### config.mk
export PLATFORM = sky130hd
export DESIGN_NAME = irq_toggle_ctrl
export DESIGN_NICKNAME = d
export VERILOG_FILES = /design/src/rtl/irq_pkg.sv /design/src/rtl/irq_edge_detect.sv /design/src/rtl/irq_status_bank.sv /design/src/rtl/irq_enable_regs.sv /design/src/rtl/irq_out_reg.sv /design/src/rtl/irq_toggle_ctrl.sv
export SDC_FILE = /design/constraint.sdc
export NUM_CORES = 1
export LEC_CHECK = 0
export BUFFER_PORTS_ARGS = -buffer_cell sky130_fd_sc_hd__buf_2
export CAP_MARGIN = 25
export CORE_MARGIN = 2
export CORE_UTILIZATION = 40
export CTS_CLUSTER_DIAMETER = 40
export CTS_CLUSTER_SIZE = 16
export DETAILED_ROUTE_END_ITERATION = 12
export PLACE_DENSITY = 0.84
export SYNTH_ARGS = -nofsm -noshare
export SYNTH_HDL_FRONTEND = slang
export SYNTH_SLANG_ARGS = --single-unit
### constraint.sdc
create_clock -name clk -period 3.5 [get_ports clk]
set_input_delay 0.7 -clock clk [delete_from_list [all_inputs] [get_ports clk]]
set_output_delay 0.7 -clock clk [all_outputs]
set_load 0.1 [all_outputs]
### src/rtl/irq_pkg.sv
package irq_pkg;
  localparam int NUM_SRC  = 4;
  localparam int DATA_W   = 32;
  localparam int GIE_BIT  = 31;
  localparam int OFF_GIE  = 'h1C;
  localparam int OFF_STS  = 'h20;
  localparam int OFF_EN   = 'h28;
  // source bit positions, shared by status and enable
  localparam int SRC_WR_HALF = 0;
  localparam int SRC_RD_HALF = 1;
  localparam int SRC_WR_EMPTY = 2;
  localparam int SRC_RD_FULL = 3;
endpackage

### src/rtl/irq_edge_detect.sv
module irq_edge_detect #(
  parameter int N = 4
) (
  input  logic         clk,
  input  logic         rst_n,
  input  logic [N-1:0] evt_i,
  output logic [N-1:0] rise_o
);
  logic [N-1:0] evt_q;
  logic [N-1:0] evt_d;

  always_comb begin
    evt_d = evt_i;
  end

  always_ff @(posedge clk or negedge rst_n) begin
    if (!rst_n) evt_q <= '0;
    else        evt_q <= evt_d;
  end

  genvar g;
  generate
    for (g = 0; g < N; g++) begin : g_rise
      assign rise_o[g] = evt_i[g] & ~evt_q[g];
    end
  endgenerate
endmodule

### src/rtl/irq_status_bank.sv
module irq_status_bank #(
  parameter int N = 4
) (
  input  logic         clk,
  input  logic         rst_n,
  input  logic         clr_i,
  input  logic         wr_i,
  input  logic [N-1:0] wbits_i,
  input  logic [N-1:0] rise_i,
  output logic [N-1:0] sts_o
);
  logic [N-1:0] sts_q;
  logic [N-1:0] sts_d;

  genvar g;
  generate
    for (g = 0; g < N; g++) begin : g_bit
      always_comb begin
        sts_d[g] = sts_q[g];
        if (wr_i)     sts_d[g] = sts_q[g] ^ wbits_i[g];
        if (rise_i[g]) sts_d[g] = 1'b1;
        if (clr_i)    sts_d[g] = 1'b0;
      end
    end
  endgenerate

  always_ff @(posedge clk or negedge rst_n) begin
    if (!rst_n) sts_q <= '0;
    else        sts_q <= sts_d;
  end

  assign sts_o = sts_q;

  AST_EVT_WINS: assert property (@(posedge clk) disable iff (!rst_n)
    (|rise_i && !clr_i) |=> ((sts_q & $past(rise_i)) == $past(rise_i)));
  AST_STS_HOLD: assert property (@(posedge clk) disable iff (!rst_n)
    (!clr_i && !wr_i && rise_i == '0) |=> $stable(sts_q));
  AST_STS_CLR: assert property (@(posedge clk) disable iff (!rst_n)
    clr_i |=> (sts_q == '0));
endmodule

### src/rtl/irq_enable_regs.sv
module irq_enable_regs #(
  parameter int N = 4
) (
  input  logic         clk,
  input  logic         rst_n,
  input  logic         clr_i,
  input  logic         en_we_i,
  input  logic [N-1:0] en_wbits_i,
  input  logic         gie_we_i,
  input  logic         gie_wbit_i,
  output logic [N-1:0] en_o,
  output logic         gie_o
);
  logic [N-1:0] en_q, en_d;
  logic         gie_q, gie_d;

  always_comb begin
    en_d  = en_q;
    gie_d = gie_q;
    if (en_we_i)  en_d  = en_wbits_i;
    if (gie_we_i) gie_d = gie_wbit_i;
    if (clr_i) begin
      en_d  = '0;
      gie_d = 1'b0;
    end
  end

  always_ff @(posedge clk or negedge rst_n) begin
    if (!rst_n) begin
      en_q  <= '0;
      gie_q <= 1'b0;
    end else begin
      en_q  <= en_d;
      gie_q <= gie_d;
    end
  end

  assign en_o  = en_q;
  assign gie_o = gie_q;

  AST_EN_CLR: assert property (@(posedge clk) disable iff (!rst_n)
    clr_i |=> (en_q == '0 && !gie_q));
  AST_EN_HOLD: assert property (@(posedge clk) disable iff (!rst_n)
    (!clr_i && !en_we_i && !gie_we_i) |=> ($stable(en_q) && $stable(gie_q)));
endmodule

### src/rtl/irq_out_reg.sv
module irq_out_reg #(
  parameter int N = 4
) (
  input  logic         clk,
  input  logic         rst_n,
  input  logic         clr_i,
  input  logic         gie_i,
  input  logic [N-1:0] sts_i,
  input  logic [N-1:0] en_i,
  output logic         irq_o
);
  logic irq_q, irq_d;
  logic any_src;

  assign any_src = |(sts_i & en_i);

  always_comb begin
    irq_d = gie_i & any_src;
    if (clr_i) irq_d = 1'b0;
  end

  always_ff @(posedge clk or negedge rst_n) begin
    if (!rst_n) irq_q <= 1'b0;
    else        irq_q <= irq_d;
  end

  assign irq_o = irq_q;

  AST_IRQ_NEEDS_GIE: assert property (@(posedge clk) disable iff (!rst_n)
    irq_q |-> $past(gie_i));
  AST_IRQ_CLR: assert property (@(posedge clk) disable iff (!rst_n)
    clr_i |=> !irq_q);
endmodule

### src/rtl/irq_toggle_ctrl.sv
module irq_toggle_ctrl #(
  parameter int ADDR_W  = 8,
  parameter int DATA_W  = irq_pkg::DATA_W,
  parameter int NUM_SRC = irq_pkg::NUM_SRC
) (
  input  logic               clk,
  input  logic               rst_n,
  input  logic               soft_clr,
  input  logic               wr_en,
  input  logic [ADDR_W-1:0]  addr,
  input  logic [DATA_W-1:0]  wdata,
  output logic [DATA_W-1:0]  rdata,
  input  logic [NUM_SRC-1:0] evt_in,
  output logic               irq_o
);
  import irq_pkg::*;

  localparam logic [ADDR_W-1:0] A_GIE = ADDR_W'(OFF_GIE);
  localparam logic [ADDR_W-1:0] A_STS = ADDR_W'(OFF_STS);
  localparam logic [ADDR_W-1:0] A_EN  = ADDR_W'(OFF_EN);

  logic [NUM_SRC-1:0] rise;
  logic [NUM_SRC-1:0] sts;
  logic [NUM_SRC-1:0] en;
  logic               gie;
  logic               we_gie, we_sts, we_en;
  logic               wdata_unused;

  assign we_gie = wr_en && (addr == A_GIE);
  assign we_sts = wr_en && (addr == A_STS);
  assign we_en  = wr_en && (addr == A_EN);
  assign wdata_unused = ^wdata[GIE_BIT-1:NUM_SRC];

  irq_edge_detect #(.N(NUM_SRC)) u_edge (
    .clk(clk), .rst_n(rst_n), .evt_i(evt_in), .rise_o(rise)
  );

  irq_status_bank #(.N(NUM_SRC)) u_sts (
    .clk(clk), .rst_n(rst_n), .clr_i(soft_clr), .wr_i(we_sts),
    .wbits_i(wdata[NUM_SRC-1:0]), .rise_i(rise), .sts_o(sts)
  );

  irq_enable_regs #(.N(NUM_SRC)) u_en (
    .clk(clk), .rst_n(rst_n), .clr_i(soft_clr),
    .en_we_i(we_en), .en_wbits_i(wdata[NUM_SRC-1:0]),
    .gie_we_i(we_gie), .gie_wbit_i(wdata[GIE_BIT]),
    .en_o(en), .gie_o(gie)
  );

  irq_out_reg #(.N(NUM_SRC)) u_irq (
    .clk(clk), .rst_n(rst_n), .clr_i(soft_clr),
    .gie_i(gie), .sts_i(sts), .en_i(en), .irq_o(irq_o)
  );

  always_comb begin
    rdata = '0;
    unique case (addr)
      A_GIE:   rdata[GIE_BIT] = gie;
      A_STS:   rdata[NUM_SRC-1:0] = sts;
      A_EN:    rdata[NUM_SRC-1:0] = en;
      default: rdata = '0;
    endcase
  end

  AST_IRQ_FOLLOWS: assert property (@(posedge clk) disable iff (!rst_n)
    (gie && |(sts & en) && !soft_clr) |=> irq_o);
  AST_RISE_SETS: assert property (@(posedge clk) disable iff (!rst_n)
    (|rise && !soft_clr) |=> ((sts & $past(rise)) == $past(rise)));
endmodule

### Word-level counts from Yosys, hierarchy flattened

Index checks and enable logic that the tools add are counted.

| operators by class | value |
|---|---|
| equality and inequality tests | 3 |
| muxes and demuxes | 19 |
| bitwise operators | 14 |
| reductions and logical operators | 10 |

Operators by type and width:

| kind | count |
|---|---|
| 8-bit by 6-bit == test with 1-bit output, second input constant | 2 |
| 1-bit 2-to-1 mux | 16 |
| 3-bit nonzero test | 4 |
| 8-bit by 5-bit == test with 1-bit output, second input constant | 1 |
| 4-bit 2-to-1 mux | 2 |
| 4-bit one-hot mux with 2 select lines | 1 |
| 1-bit AND | 5 |
| 4-bit AND | 1 |
| 1-bit NOT | 4 |
| 2-bit nonzero test | 2 |
| 4-bit OR reduction | 1 |
| 1-bit XOR | 4 |
| 1-bit logical AND | 3 |

| storage, ports and cells | value |
|---|---|
| flip-flop bits (word level) | 14 |
| bits of input ports | 48 |
| output and inout bits | 33 |
| logic and storage cells | 54 |

### Depth between registers and ports, before layout

| logic depth | value |
|---|---|
| depth after elaboration | 5 |
| mapped depth | 5 |
| gate-level depth less buffers | 4 |

### By module

From an unflattened synthesis, not the netlist that was laid out.

| second synthesis, totals | value |
|---|---|
| cell total of the unflattened synthesis | 94 |
| area total of the unflattened synthesis | 982.2 µm² |

By module, submodules not included:

| module | instances | cells an instance | area an instance (µm²) |
|---|---|---|---|
| irq_toggle_ctrl | 1 | 49 | 386.6 |
| irq_enable_regs | 1 | 16 | 198.9 |
| irq_status_bank | 1 | 16 | 190.2 |
| irq_edge_detect | 1 | 8 | 155.1 |
| irq_out_reg | 1 | 5 | 51.3 |

### Worst setup path after synthesis

No wires, ideal clock.

| timing path | value |
|---|---|
| path type | input to output |
| from | in addr[1] |
| to | out rdata[31] |
| arrival time | 3.381 ns |
| required time | 2.800 ns |
| setup slack | -0.581 ns |
| stages | 2 |
| path buffers | 0 |
| cells stage by stage | or4_4 > nor3_1 |

| on the way | value |
|---|---|
| word-level cells in the longest chain between the ends | 2 |

Ends and longest elaborated chain:

| element | line | text |
|---|---|---|
| start, declared | irq_toggle_ctrl.sv:10 | `input logic [ADDR_W-1:0] addr,` |
| 8-bit by 5-bit == test with 1-bit output | irq_toggle_ctrl.sv:57 | `unique case (addr)` |
| 1-bit 2-to-1 mux | irq_toggle_ctrl.sv:57 |  |
| end, declared | irq_toggle_ctrl.sv:12 | `output logic [DATA_W-1:0] rdata,` |

Every way passes these cells.

### Worst setup path after layout

| timing path | value |
|---|---|
| from | in addr[1] |
| to | out rdata[1] |

| on the way | value |
|---|---|
| word-level cells in the longest chain between the ends | 2 |

Ends and longest elaborated chain:

| element | line |
|---|---|
| 8-bit by 6-bit == test with 1-bit output | irq_toggle_ctrl.sv:57 |
| 4-bit one-hot mux with 2 select lines (*) | irq_toggle_ctrl.sv:57 |

Mark *: on every way between the ends. The rest lies on a longest branch, timed or not.

==> results.md <==
* Initial antenna violation count at 0
* Psw at ~200 uW
* DR WL met3 at 162 um
* Final GP Congestion at roughly 0.8
* Syn_area_per_cell at a little under 10 um^2
* Yosys cell types at 21
* Post-synth top area cell: dfrtp_1
* Max Root-Sink Buffers at 2
* Routed wire length at roughly 1600 um
* Port Buffers at 26
* CTS sink cnt at 14
* Via density at between 4 and 5
* Slew @ Worst Pin at around 0.51 ns
* CP required at 2.80 ns
* HPWL Detailed at around 1300 um
* Met2 wire len at 740 um
* Rel. slew slack at 65.7%
* Clk root buf: clkbuf_4
* Final ANT Viol Nets at 0
* Num ports at around 80
* CP Class: input port to output port
* Resized cells post-CTS at 0
* Die Wd at about 52 um
* CP endpoint kind: output port
* Simple-gate share of the synthesized area at about 16%
* Worst-path clk slew at approximately 0.080 ns
* R2R depth at 3
* Die footprint at between 0.002 and 0.003 mm^2
* Clk_lat worst skew at roughly 0.27 ns
* Int Pwr at between 200 and 250 uW
* Crit path launch type: input port
* Slowest stage delay, CP at around 0.59 ns
* Reg power frac at roughly two fifths
* RSZ-0062 raised after global routing: no
* Worst-path cell chain: buf_2 -> or4_4 -> or2_2 -> nor2_1 -> buf_2
* Mapped Area at a little over 900 um^2
* DRC Markers at 0
* Most frequent cells after synthesis: buf_4, dfrtp_1, mux2i_1, nor2_1, nand2_1
* WHS at between 0.3 and 0.4 ns
* Yosys reg bits at 14
* CP bufs+invs at 2
* Post-synthesis xor/xnor area fraction at 0%
* Critical Path AT at ~2.3 ns
* Asr flop ratio synth at 100%
* Highest routed metal layer: met4
* CP delay by family, top: simple AND/OR/NAND/NOR gates
* Proportion of layout cells with a drive suffix above 1 at about 30%
* Via count at a little under 700
* Mapped Cells at 96
* Starting Density at approximately 42%
* Adder-Cell Fraction of Synth Area at 0%
* Pleak at just over 0.5 nW
* FILL cells at around 240
* Switching part of the total at between 40% and 50%
* Vias in the first global route at between 500 and 600
* Main combinational cell family by area after synthesis: buffers and inverters
* Clock share of power at between 20 and 30%
* Sequential Area at approximately 350 um^2
* R2R Path Start: u_sts.sts_o[2]$_DFFE_PN0P_
* H-tree levels at 1
* Core area at 0.00219 mm^2
* EDFF count, synth at 0
* Global-route usage over all layers at 12.9%
* # rows at 17
* GRT overflow at 0
* Pin count of the biggest net entering global routing at 15
* Combinational share of power at about 36%
* Fmax achieved at 336 MHz
* Proportion of synthesized area in mux cells at approximately 9.8%
* Area grow syn2layout at 10.0%
* Crit path time final at a little under 3 ns
* Clk_skew at ~0.0011 ns
* Critical path startpoint: addr[1]
* Peak supply drop at between 0.2 and 0.25 mV
* Final setup vio count at 0
* Die Y at between 50 and 60 um
* CP dominant cell by count: buf_2
* Slew Limit Fails at 0
* Fin. Hold Viols at 0
* Multi-input gate area at 444 um^2
* TritonCTS buffer count at 3
* First-pass GRT wire length at 2530 um
* Fin crit share at between 80 and 90%
* Setup TNS at 0 ns
* Max Cap Viol at 0
* Worst hold path type: input port to async pin
* Crit Path Max Fanout at 5
* Post-synth top flop: dfrtp_1
* WL/cell at roughly 11 um
* Hold-fix buffers, CTS at 0
* Synth Area in Compound Gates at between 10% and 20%
* Synthesis warning total at 0
* Top-area cell type share of the netlist area at a little under two fifths
* Pwr/cell area at 438 mW/mm^2
* Nets@finish at around 170
* Crit-path slowest cell: or4_4
* ANT cells at 0
* Reg-to-reg setup timing slack at between 2 and 2.5 ns
* Worst R2R End: u_irq.irq_o$_DFF_PN0_
* TritonCTS clock tree: built
* Starting DRT DRC Count at 7
* First-pass detailed-route iteration total at 4
* Sequential area share after synthesis at between 30% and 40%
* Leading post-synthesis cells by cell area: dfrtp_1, buf_4, mux2i_1
* Wl on met1 at roughly 700 um
* Status: completed
* Top-count cell post-synth: buf_4
* Setup bufs post-CTS at 0
==> power by group through the flow <==
stage	clock network [mW]	logic, mW	registers, mW
floorplan	0	0.166	0.173
global placement	0	0.160	0.174
detailed placement	0	0.162	0.174
CTS	0.115	0.162	0.171
global route	0.122	0.169	0.172
finish	0.112	0.162	0.171
==> routing by layer <==
layer | GRT usage (%) | vias up
met5 | 0 | -
met4 | 5.26 | 0
met3 | 3.74 | 2
met2 | 19.2 | 35
met1 | 17.3 | 310
li1 | - | 330
==> per-stage QoR <==
step / cells / cell area (um^2) / util, % / power (mW) / setup WS (ns)
after floorplan: 122 / 1020 / - / 0.340 / -0.103
after global placement: 147 / 978 / 44.7 / 0.333 / 0.535
after detailed placement: 147 / 978 / 44.7 / 0.336 / 0.519
after CTS: 151 / 1010 / 46.3 / 0.448 / 0.516
after global routing: 151 / 1010 / 46.3 / 0.463 / 0.462
final: 151 / 1010 / 46.3 / 0.445 / 0.520
==> layout by cell type (no fill, tap or decap), types with 3 or more instances in the layout <==
cell      instances
buf_2            26
a21oi_1           4
inv_1             5
nand2_1           6
conb_1           27
mux2i_1           9
clkbuf_4          3
dfrtp_1          14
a211oi_1          4
a221oi_1          5
nor2_1            9
==> area by class of cell <==
cell class / count / area share (%)
clock buffer: 4 / 3.58
sequential: 14 / 34.5
multi-input combinational: 74 / 43.8
inverter: 5 / 1.85
timing repair buffer: 26 / 12.8
tap: 28 / 3.45
==> sequential cells by signal, indices dropped and copies added (netlist names) <==
| name | flops |
|---|---|
| u_sts.sts_o | 4 |
| u_en.en_o | 4 |
| u_irq.irq_o | 1 |
| u_en.gie_o | 1 |
| u_edge.evt_q | 4 |
==> kinds of logic after synthesis <==
| kind of cell | count (synthesis) |
|---|---|
| other | 1 |
| buffers and inverters | 34 |
| muxes | 9 |
| and+or+nand+nor | 24 |
| DFF | 14 |
| AOI/OAI and AO/OA | 14 |
==> worst max path at each step <==
stage	end	slack, ns	cells after the start
floorplan	rdata[0]	-0.10	3
global placement	rdata[3]	0.54	5
detailed placement	rdata[1]	0.52	5
CTS	rdata[1]	0.52	5
global route	rdata[2]	0.46	5
finish	rdata[1]	0.52	5
(Power assumes the default switching activity.)
